## src/rtl/serbuf_pkg.sv

```systemverilog
package serbuf_pkg;
  localparam logic [1:0] ADDR_CTRL = 2'd0;
  localparam logic [1:0] ADDR_PER  = 2'd1;
  localparam logic [1:0] ADDR_DATA = 2'd2;
  localparam logic [1:0] ADDR_STAT = 2'd3;

  localparam int CTRL_W     = 5;
  localparam int BIT_EN     = 0;
  localparam int BIT_TX     = 1;
  localparam int BIT_INTSYN = 2;
  localparam int BIT_MC     = 3;
  localparam int BIT_FREE   = 4;

  // strobes from control to datapath
  typedef struct packed {
    logic en;
    logic tick;
    logic txLoad;
    logic rxStart;
    logic hostTxWr;
    logic hostRxRd;
  } serbufStrobeT;
endpackage

```

## src/rtl/serbuf_ctrl.sv

```systemverilog
module serbuf_ctrl
  import serbuf_pkg::*;
#(
  parameter int WORD_W = 16,
  parameter int PER_W  = 8,
  parameter int HOST_W = 32
) (
  input  logic              clk,
  input  logic              rstN,
  input  logic              hostWr,
  input  logic              hostRd,
  input  logic [1:0]        hostAddr,
  input  logic [HOST_W-1:0] hostWdata,
  output logic [HOST_W-1:0] hostRdata,
  input  logic              sclkTick,
  input  logic              fsIn,
  output logic              fsOut,
  input  logic              txFull,
  input  logic              rxFull,
  input  logic              rxDone,
  input  logic [WORD_W-1:0] rxBuf,
  output logic              txMode,
  output serbufStrobeT      strobe
);
  localparam logic [PER_W-1:0] WORD_P = PER_W'(WORD_W);

  logic [CTRL_W-1:0] ctrlQ;
  logic [PER_W-1:0]  perQ;
  logic [PER_W-1:0]  effPer;
  logic [PER_W-1:0]  cnt;
  logic en, intSync, freeEff, tick, boundary, syncEvt;
  logic udf, ovf, clrUdf, clrOvf, hostTxWr, hostRxRd;
  logic unusedWdata;

  assign unusedWdata = ^hostWdata;

  always_ff @(posedge clk or negedge rstN) begin
    if (!rstN) begin
      ctrlQ <= '0;
      perQ  <= '0;
    end else if (hostWr) begin
      if (hostAddr == ADDR_CTRL) ctrlQ <= hostWdata[CTRL_W-1:0];
      if (hostAddr == ADDR_PER)  perQ  <= hostWdata[PER_W-1:0];
    end
  end

  assign en      = ctrlQ[BIT_EN];
  assign txMode  = ctrlQ[BIT_TX];
  assign intSync = ctrlQ[BIT_INTSYN];
  assign freeEff = ctrlQ[BIT_FREE] & ctrlQ[BIT_MC] & txMode;
  assign effPer  = (perQ < WORD_P) ? WORD_P : perQ;
  assign tick    = sclkTick & en;

  always_ff @(posedge clk or negedge rstN) begin
    if (!rstN) cnt <= '0;
    else if (!en || !intSync) cnt <= '0;
    else if (tick) cnt <= (cnt >= effPer - PER_W'(1)) ? '0 : cnt + PER_W'(1);
  end

  assign boundary = tick & intSync & (cnt == '0);

  always_comb begin
    if (intSync) syncEvt = boundary & (txMode ? (txFull | freeEff) : 1'b1);
    else         syncEvt = tick & fsIn;
  end

  assign hostTxWr = en & hostWr & (hostAddr == ADDR_DATA);
  assign hostRxRd = en & hostRd & (hostAddr == ADDR_DATA);

  always_comb begin
    strobe.en       = en;
    strobe.tick     = tick;
    strobe.txLoad   = syncEvt & txMode;
    strobe.rxStart  = syncEvt & ~txMode;
    strobe.hostTxWr = hostTxWr;
    strobe.hostRxRd = hostRxRd;
  end

  always_ff @(posedge clk or negedge rstN) begin
    if (!rstN) fsOut <= 1'b0;
    else if (!en) fsOut <= 1'b0;
    else if (syncEvt && intSync) fsOut <= 1'b1;
    else if (tick) fsOut <= 1'b0;
  end

  assign clrUdf = hostWr & (hostAddr == ADDR_STAT) & hostWdata[0];
  assign clrOvf = hostWr & (hostAddr == ADDR_STAT) & hostWdata[1];

  always_ff @(posedge clk or negedge rstN) begin
    if (!rstN) begin
      udf <= 1'b0;
      ovf <= 1'b0;
    end else if (!en) begin
      udf <= 1'b0;
      ovf <= 1'b0;
    end else begin
      if (strobe.txLoad && !txFull) udf <= 1'b1;
      else if (clrUdf) udf <= 1'b0;
      if (rxDone && rxFull && !hostRxRd) ovf <= 1'b1;
      else if (clrOvf) ovf <= 1'b0;
    end
  end

  always_comb begin
    unique case (hostAddr)
      ADDR_CTRL: hostRdata = HOST_W'(ctrlQ);
      ADDR_PER:  hostRdata = HOST_W'(perQ);
      ADDR_DATA: hostRdata = HOST_W'(rxBuf);
      default:   hostRdata = HOST_W'({ovf, udf, rxFull, txFull});
    endcase
  end

  AST_UDF_ON_EMPTY: assert property (@(posedge clk) disable iff (!rstN)
    strobe.txLoad && !txFull |=> udf);
  AST_UDF_STICKY: assert property (@(posedge clk) disable iff (!rstN)
    en && udf && !clrUdf |=> udf);
  AST_OVF_STICKY: assert property (@(posedge clk) disable iff (!rstN)
    en && ovf && !clrOvf |=> ovf);
  AST_OVF_ON_FULL: assert property (@(posedge clk) disable iff (!rstN)
    en && rxDone && rxFull && !hostRxRd |=> ovf);
  AST_NO_SYNC_EMPTY: assert property (@(posedge clk) disable iff (!rstN)
    $rose(fsOut) && $past(txMode) && $past(en) && !$past(freeEff) |-> $past(txFull));
  AST_QUIET_DISABLED: assert property (@(posedge clk) disable iff (!rstN)
    !$past(en) |-> !fsOut && !udf && !ovf);
endmodule

```

## src/rtl/serbuf_datapath.sv

```systemverilog
module serbuf_datapath
  import serbuf_pkg::*;
#(
  parameter int WORD_W = 16
) (
  input  logic              clk,
  input  logic              rstN,
  input  serbufStrobeT      strobe,
  input  logic              txMode,
  input  logic [WORD_W-1:0] wrWord,
  input  logic              sdIn,
  output logic              sdOut,
  output logic              txFull,
  output logic              rxFull,
  output logic              rxDone,
  output logic [WORD_W-1:0] rxBuf
);
  localparam int CNT_W = $clog2(WORD_W + 1);

  logic [WORD_W-1:0] txBuf;
  logic [WORD_W-1:0] txSr;
  logic [WORD_W-2:0] rxSr;
  logic [CNT_W-1:0]  rxLeft;

  // transmit holding buffer
  always_ff @(posedge clk or negedge rstN) begin
    if (!rstN) begin
      txBuf  <= '0;
      txFull <= 1'b0;
    end else if (!strobe.en) begin
      txFull <= 1'b0;
    end else if (strobe.hostTxWr) begin
      txBuf  <= wrWord;
      txFull <= 1'b1;
    end else if (strobe.txLoad) begin
      txFull <= 1'b0;
    end
  end

  // transmit shifter, empty load sends zeros
  always_ff @(posedge clk or negedge rstN) begin
    if (!rstN) txSr <= '0;
    else if (!strobe.en) txSr <= '0;
    else if (strobe.txLoad) txSr <= txFull ? txBuf : '0;
    else if (strobe.tick) txSr <= {txSr[WORD_W-2:0], 1'b0};
  end

  assign sdOut = txMode & txSr[WORD_W-1];

  // receive collector
  assign rxDone = strobe.tick & (rxLeft == CNT_W'(1)) & ~strobe.rxStart;

  always_ff @(posedge clk or negedge rstN) begin
    if (!rstN) begin
      rxSr   <= '0;
      rxLeft <= '0;
    end else if (!strobe.en) begin
      rxLeft <= '0;
    end else if (strobe.rxStart) begin
      rxSr   <= {rxSr[WORD_W-3:0], sdIn};
      rxLeft <= CNT_W'(WORD_W - 1);
    end else if (strobe.tick && rxLeft != '0) begin
      rxSr   <= {rxSr[WORD_W-3:0], sdIn};
      rxLeft <= rxLeft - CNT_W'(1);
    end
  end

  always_ff @(posedge clk or negedge rstN) begin
    if (!rstN) begin
      rxBuf  <= '0;
      rxFull <= 1'b0;
    end else if (!strobe.en) begin
      rxFull <= 1'b0;
    end else if (rxDone) begin
      rxBuf  <= {rxSr, sdIn};
      rxFull <= 1'b1;
    end else if (strobe.hostRxRd) begin
      rxFull <= 1'b0;
    end
  end

  AST_TX_FILL: assert property (@(posedge clk) disable iff (!rstN)
    strobe.hostTxWr |=> txFull);
  AST_TX_DRAIN: assert property (@(posedge clk) disable iff (!rstN)
    strobe.txLoad && !strobe.hostTxWr |=> !txFull);
  AST_UDF_SILENT: assert property (@(posedge clk) disable iff (!rstN)
    strobe.txLoad && !txFull |=> !sdOut);
  AST_RX_FILL: assert property (@(posedge clk) disable iff (!rstN)
    rxDone |=> rxFull);
endmodule

```

## src/rtl/serbuf_top.sv

```systemverilog
module serbuf_top
  import serbuf_pkg::*;
#(
  parameter int WORD_W = 16,
  parameter int PER_W  = 8,
  parameter int HOST_W = 32
) (
  input  logic              clk,
  input  logic              rstN,
  input  logic              hostWr,
  input  logic              hostRd,
  input  logic [1:0]        hostAddr,
  input  logic [HOST_W-1:0] hostWdata,
  output logic [HOST_W-1:0] hostRdata,
  input  logic              sclkTick,
  input  logic              fsIn,
  output logic              fsOut,
  input  logic              sdIn,
  output logic              sdOut
);
  serbufStrobeT      strobe;
  logic              txMode, txFull, rxFull, rxDone;
  logic [WORD_W-1:0] rxBuf;

  serbuf_ctrl #(.WORD_W(WORD_W), .PER_W(PER_W), .HOST_W(HOST_W)) u_ctrl (
    .clk(clk), .rstN(rstN), .hostWr(hostWr), .hostRd(hostRd),
    .hostAddr(hostAddr), .hostWdata(hostWdata), .hostRdata(hostRdata),
    .sclkTick(sclkTick), .fsIn(fsIn), .fsOut(fsOut),
    .txFull(txFull), .rxFull(rxFull), .rxDone(rxDone), .rxBuf(rxBuf),
    .txMode(txMode), .strobe(strobe)
  );

  serbuf_datapath #(.WORD_W(WORD_W)) u_dp (
    .clk(clk), .rstN(rstN), .strobe(strobe), .txMode(txMode),
    .wrWord(hostWdata[WORD_W-1:0]), .sdIn(sdIn), .sdOut(sdOut),
    .txFull(txFull), .rxFull(rxFull), .rxDone(rxDone), .rxBuf(rxBuf)
  );
endmodule

```

## config.mk

```make
export PLATFORM = sky130hd
export DESIGN_NAME = serbuf_top
export DESIGN_NICKNAME = d
export VERILOG_FILES = /design/src/rtl/serbuf_pkg.sv /design/src/rtl/serbuf_ctrl.sv /design/src/rtl/serbuf_datapath.sv /design/src/rtl/serbuf_top.sv
export SDC_FILE = /design/constraint.sdc
export NUM_CORES = 1
export LEC_CHECK = 0
export BUFFER_PORTS_ARGS = -buffer_cell sky130_fd_sc_hd__buf_2
export CORE_ASPECT_RATIO = 0.9
export CORE_UTILIZATION = 30
export DETAILED_ROUTE_END_ITERATION = 8
export PLACE_DENSITY_LB_ADDON = 0.15
export SYNTH_ARGS = -nofsm -noshare
export SYNTH_HDL_FRONTEND = slang
export SYNTH_SLANG_ARGS = --single-unit
export TNS_END_PERCENT = 1
```

## constraint.sdc

```tcl
create_clock -name clk -period 3.9 [get_ports clk]
set_clock_uncertainty 0.1 [all_clocks]
set_input_delay 0.195 -clock clk [delete_from_list [all_inputs] [get_ports clk]]
set_output_delay 0.195 -clock clk [all_outputs]
set_load 0.02 [all_outputs]
```

After elaboration in Yosys (flattened, before gate mapping)
Cells that the tools add are included.
Storage, ports and cells
  flip-flop bits (word level): 94
  input bits: 41
  output and inout port bits: 34
  word-level logic and storage cells: 102
Cells by class
  add/subtract/negate cells: 3
  $lt $le $gt $ge: 2
  eq/ne operators: 11
  mux-type cells: 31
  bitwise operators: 22
  reduce and logical (&&, ||, !) cells: 20
Operators with widths (number)
  16-bit two-way mux: 4
  16-bit one-hot mux with 3 select lines: 1
  8-bit two-way mux: 4
  15-bit two-way mux: 2
  1-bit bitwise AND: 19
  1-bit two-way mux: 17
  5-bit two-way mux: 3
  2-bit AND reduction: 5
  3-bit by 2-bit != test with 1-bit output (second input constant): 3
  3-bit != test (second input constant): 3
  8-bit by 1-bit adder with 8-bit output (second input constant): 1
  8-bit greater-or-equal comparator: 1
  8-bit logical NOT: 1
  8-bit by 5-bit less-than comparator with 1-bit output (second input constant): 1
  8-bit by 1-bit subtractor with 8-bit output (second input constant): 1
  5-bit by 1-bit == test with 1-bit output (second input constant): 1
  1-bit logical AND: 5
  5-bit nonzero test: 1
  5-bit by 1-bit subtractor with 5-bit output (second input constant): 1
  2-bit == test (second input constant): 2
  1-bit logical NOT: 4
  2-bit nonzero test: 2
  3-bit by 1-bit != test with 1-bit output (second input constant): 1
  2-bit by 1-bit == test with 1-bit output (second input constant): 1
  4 further kinds: 5

Depth between registers and ports, before layout
  depth after elaboration: 13
  depth in mapped cells: 10
  depth with buffers taken out: 10

Hierarchy
A second synthesis with hierarchy kept.
Unflattened totals
  cell total of the unflattened synthesis: 481
  area total of the unflattened synthesis: 5233.8 um2
Modules (own cells, without submodules)
  serbuf_datapath: instances 1, cells an instance 303, area an instance 3429.5 um2, seq. area each 1751.7 um2
  serbuf_ctrl: instances 1, cells an instance 178, area an instance 1804.2 um2, seq. area each 600.6 um2

Least setup slack after synthesis
Ideal clock, no wire load.
  path type: register -> register
  from: reg u_ctrl.perQ[1]
  to: reg u_ctrl.cnt[5]
  library setup time: 0.121 ns
  arrival time: 2.483 ns
  required time: 3.679 ns
  setup slack: 1.196 ns
  stages on the path, launching flop included: 11
  path buffers: 0
  clock period less this slack: 2.704 ns
  cell sequence: dfrtp_1 -> nor3_1 -> nand2b_1 -> nor4_1 -> xnor2_1 -> ha_1 -> and4_1 -> o21ai_0 -> o211ai_1 -> o21ai_0 -> a22o_1
On the way
  word-level cells in the longest chain between the ends: 7
Ends and longest elaborated chain
  start: declaration: RTL line serbuf_ctrl.sv:28  | logic [PER_W-1:0] perQ;
  start signal: assignment: RTL line serbuf_ctrl.sv:43  | if (hostAddr == ADDR_PER) perQ <= hostWdata[PER_W-1:0];
  8-bit by 5-bit less-than comparator with 1-bit output: RTL line serbuf_ctrl.sv:51  | assign effPer = (perQ < WORD_P) ? WORD_P : perQ;
  8-bit two-way mux (*): RTL line serbuf_ctrl.sv:51
  8-bit by 1-bit subtractor with 8-bit output (*): RTL line serbuf_ctrl.sv:57  | else if (tick) cnt <= (cnt >= effPer - PER_W'(1)) ? '0 : cnt + PER_W'(1);
  8-bit greater-or-equal comparator (*): RTL line serbuf_ctrl.sv:57
  8-bit two-way mux (*) (2 in a row): RTL line serbuf_ctrl.sv:57
  8-bit two-way mux (*): RTL line serbuf_ctrl.sv:56  | else if (!en || !intSync) cnt <= '0;
  end signal: assignment: RTL line serbuf_ctrl.sv:57
  end: declaration: RTL line serbuf_ctrl.sv:30  | logic [PER_W-1:0] cnt;
Mark *: on every way between the ends. The rest lies on a longest branch, timed or not. The select of a mux whose other input is x is not followed.
A chain may end at the register's enable or synchronous reset.

Worst setup path in the final report
Ends and elaborated chain as after synthesis.

==> flow_summary.json <==
{
  "finalMaxSlewViolations": 0,
  "globalRouteOverflowTotal": 0,
  "hold_viol": 0,
  "seq_area_frac_synth_pct": 50.17,
  "timing.final.crit_share_pct": 78.07,
  "synth_area_leader_cell": "dfrtp_1",
  "cts.clk_slew.worst_paths_ns": 0.07,
  "synth_xor_xnor_area_share_pct": 1.308,
  "rrSetupSlack_ns": 0.86,
  "clock-sinks": 94,
  "peakVddDrop_mv": 0.3483,
  "antenna_cells": 0,
  "synth_top_area_share_pct": 50.17,
  "async_reset_ff_share_pct": 100.0,
  "stdcell_area_mm2": 0.005428,
  "h-tree-depth": 3,
  "clock_path_buffers": 2,
  "crit_path_end": "u_ctrl.cnt[5]$_DFFE_PN0P_",
  "ys_seq_elements": 94,
  "worstRegToRegCells": 10,
  "synth_compound_area_share_pct": 6.352,
  "synth_fa_ha_area_share_pct": 3.469,
  "crit_chain": "nor3_1, nand2b_1, nor4_1, xnor2_1, ha_1, and4_1, o21ai_0, o211ai_1, o21ai_0, a22o_1",
  "synth_warnings": 0,
  "worst-path-buf-inv": 0,
  "port_buffers": 42,
  "synth-simple-area-share_pct": 16.57,
  "critical_path_required_ns": 4.03,
  "final_antenna_net_count": 0,
  "grt_first_pass_wirelength_um": 17280,
  "cts_buffers": 9,
  "dp_slack_ns": 0.8685,
  "synthDistinctLibCells": 53,
  "end_kind": "register",
  "maxCapViolations": 0,
  "cp-start-kind": "register",
  "die_h_um": 120.6,
  "drt_first_pass_iters": 4,
  "yosysMostFrequentCell": "dfrtp_1",
  "antenna_found_initial": 0,
  "crit_path_frequent_cell": "o21ai_0",
  "crit_start": "u_ctrl.perQ[1]$_DFFE_PN0P_",
  "muxShareOfSynthArea_pct": 16.95,
  "cp_max_fo": 6,
  "cp_slowest_stage_delay_ns": 0.44,
  "worstSkewPairLatency_ns": 0.34,
  "netlist_area_mm2": 0.004688,
  "grt_max_degree": 71,
  "routed_wl_um": 10300,
  "min_from": "hostWdata[7]",
  "placed_area_mm2": 0.005019,
  "ioPinCount": 75,
  "avgViaCountPerCell": 4.866,
  "synth_flop_cell": "dfrtp_1",
  "tritoncts": "done",
  "die-area_mm2": 0.01613,
  "grt_usage_pct": 13.91,
  "drt-wirelength-per-cell_um": 15.66,
  "fmax_ghz": 0.3284,
  "vias": 3202,
  "fin_util_pct": 36.24,
  "status": "completed",
  "finalSetupTns_ns": 0,
  "power_density_mw_per_mm2": 548.9,
  "drtIter0Drc": 124,
  "regToRegStartpoint": "u_ctrl.perQ[1]$_DFFE_PN0P_",
  "drc": 0,
  "crit_cells": 10,
  "critPathSlowestCell": "dfrtp_1",
  "synth_edf_count": 0,
  "synthToLayoutAreaGrowth_pct": 15.77,
  "fp-row-count": 42,
  "finalWeightedCongestion": 0.7278,
  "grt_pass1_vias": 3242,
  "finalCriticalPeriod_ns": 3.045,
  "placedCellCount": 632,
  "synth_common_cells": "dfrtp_1 (94), nand3_1 (49), mux2_2 (47)",
  "clockRootBuffer": "clkbuf_16",
  "tightest_slew_ns": 0.9270,
  "final_cells": 658,
  "synth_top_family_by_area": "multiplexers",
  "start_util_pct": 31.30,
  "post_cts.repair.setup_buffers": 0,
  "fill_cells": 1519,
  "critPathArrivalTime_ns": 3.17,
  "nNetsFinal": 509,
  "setup_viol": 0,
  "hp-class": "in2reg",
  "drive_above_1_share_pct": 28.26,
  "hold_depth": 2,
  "syn_area_per_cell_um2": 11.55,
  "layout_setup_ws_ns": 0.8553,
  "reg2reg_to": "u_ctrl.cnt[5]$_DFFE_PN0P_",
  "fp.dieW_um": 133.8,
  "power.leakage_nw": 2.521,
  "crit_type": "reg2reg",
  "cp_top_family": "simple AND/OR/NAND/NOR gates",
  "coreArea_mm2": 0.01498,
  "dp_hpwl_um": 7074,
  "slew_headroom_pct": 38.03,
  "yosys-top-cells-area": "dfrtp_1 (50%), mux2_2 (11%), nand3_1 (5.2%)",
  "synthCells": 406,
  "rsz0062_at_grt": "no"
}
## through the flow
step	total power [mW]	hold slack [ns]
2_1_floorplan	1.899	-0.2006
3_3_place_gp	2.071	0.2986
3_5_place_dp	2.093	0.2976
4_1_cts	3.027	0.007265
5_1_grt	3.168	0.008085
6_report	2.979	0.01284
## per-layer routing
layer | GRT usage [%] | up-vias | wire, um
met1 | 18.97 | 1613 | 5112
met4 | 3.409 | 0 | 99
met2 | 21.50 | 64 | 4716
met3 | 4.151 | 9 | 374
met5 | 0 | - | 0
li1 | - | 1516 | -
## where the power goes
part	internal, mW	leakage (nW)	switching (mW)
clock network	0.532	0.152	0.377
registers	1.21	1.21	0.185
logic	0.355	1.16	0.325
## cell families (layout without fill, tap and decap cells)
kind of cell,after synthesis,count (layout)
and+or+nand+nor,144,144
AOI/OAI and AO/OA,44,44
other,1,16
buffers and inverters,39,78
muxes,64,64
DFF,94,94
adders and majority gates,13,13
xor gates and xnor gates,7,7
## state kept, by name, indices dropped and copies added (netlist names)
signal and flops:
u_ctrl.fsOut 1, u_ctrl.udf 1, u_dp.txBuf 16, u_dp.txFull 1, u_dp.txSr 16, u_ctrl.cnt 8
u_dp.rxLeft 5, u_dp.rxSr 15, u_ctrl.ovf 1, u_ctrl.perQ 8, u_dp.rxBuf 16, u_dp.rxFull 1
u_ctrl.ctrlQ 5
## cell type report
| type | instances | area [um2] | share of cell area, % |
|---|---|---|---|
| Sequential cell | 94 | 2352 | 43.34 |
| Multi-Input combinational cell | 288 | 2153 | 39.67 |
| Timing Repair Buffer | 56 | 342.8 | 6.316 |
| Clock buffer | 11 | 252.7 | 4.657 |
| Tap cell | 198 | 247.7 | 4.564 |
| Clock inverter | 5 | 56.30 | 1.037 |
| Inverter | 6 | 22.52 | 0.4149 |
## layout by cell type, fill, tap and decap left out, types with 8 or more instances in the layout
cell type,instances
nor2_1,9
nand2_1,36
buf_2,41
dfrtp_1,94
nand3_1,49
o21ai_0,15
mux2_2,47
ha_1,13
clkbuf_16,9
mux2_4,8
dlygate4sd3_1,10
and2_1,12
conb_1,16
## worst min path at each step
stage	to	slack, ns
3_3_place_gp	u_dp.rxLeft[1]$_DFFE_PN0P_	0.30
5_1_grt	u_dp.txBuf[6]$_DFFE_PN0P_	0.008
3_5_place_dp	u_dp.rxLeft[1]$_DFFE_PN0P_	0.30
4_1_cts	u_ctrl.perQ[7]$_DFFE_PN0P_	0.007
6_report	u_ctrl.perQ[7]$_DFFE_PN0P_	0.01
2_1_floorplan	u_ctrl.cnt[0]$_DFFE_PN0P_	-0.20
## timing repair
action / in CTS / in global routing
endpoints found under the hold margin: 79 / 0
resized for setup: 0 / 0
hold buffers: 10 / 0
Power figures use the tool's default switching activity.
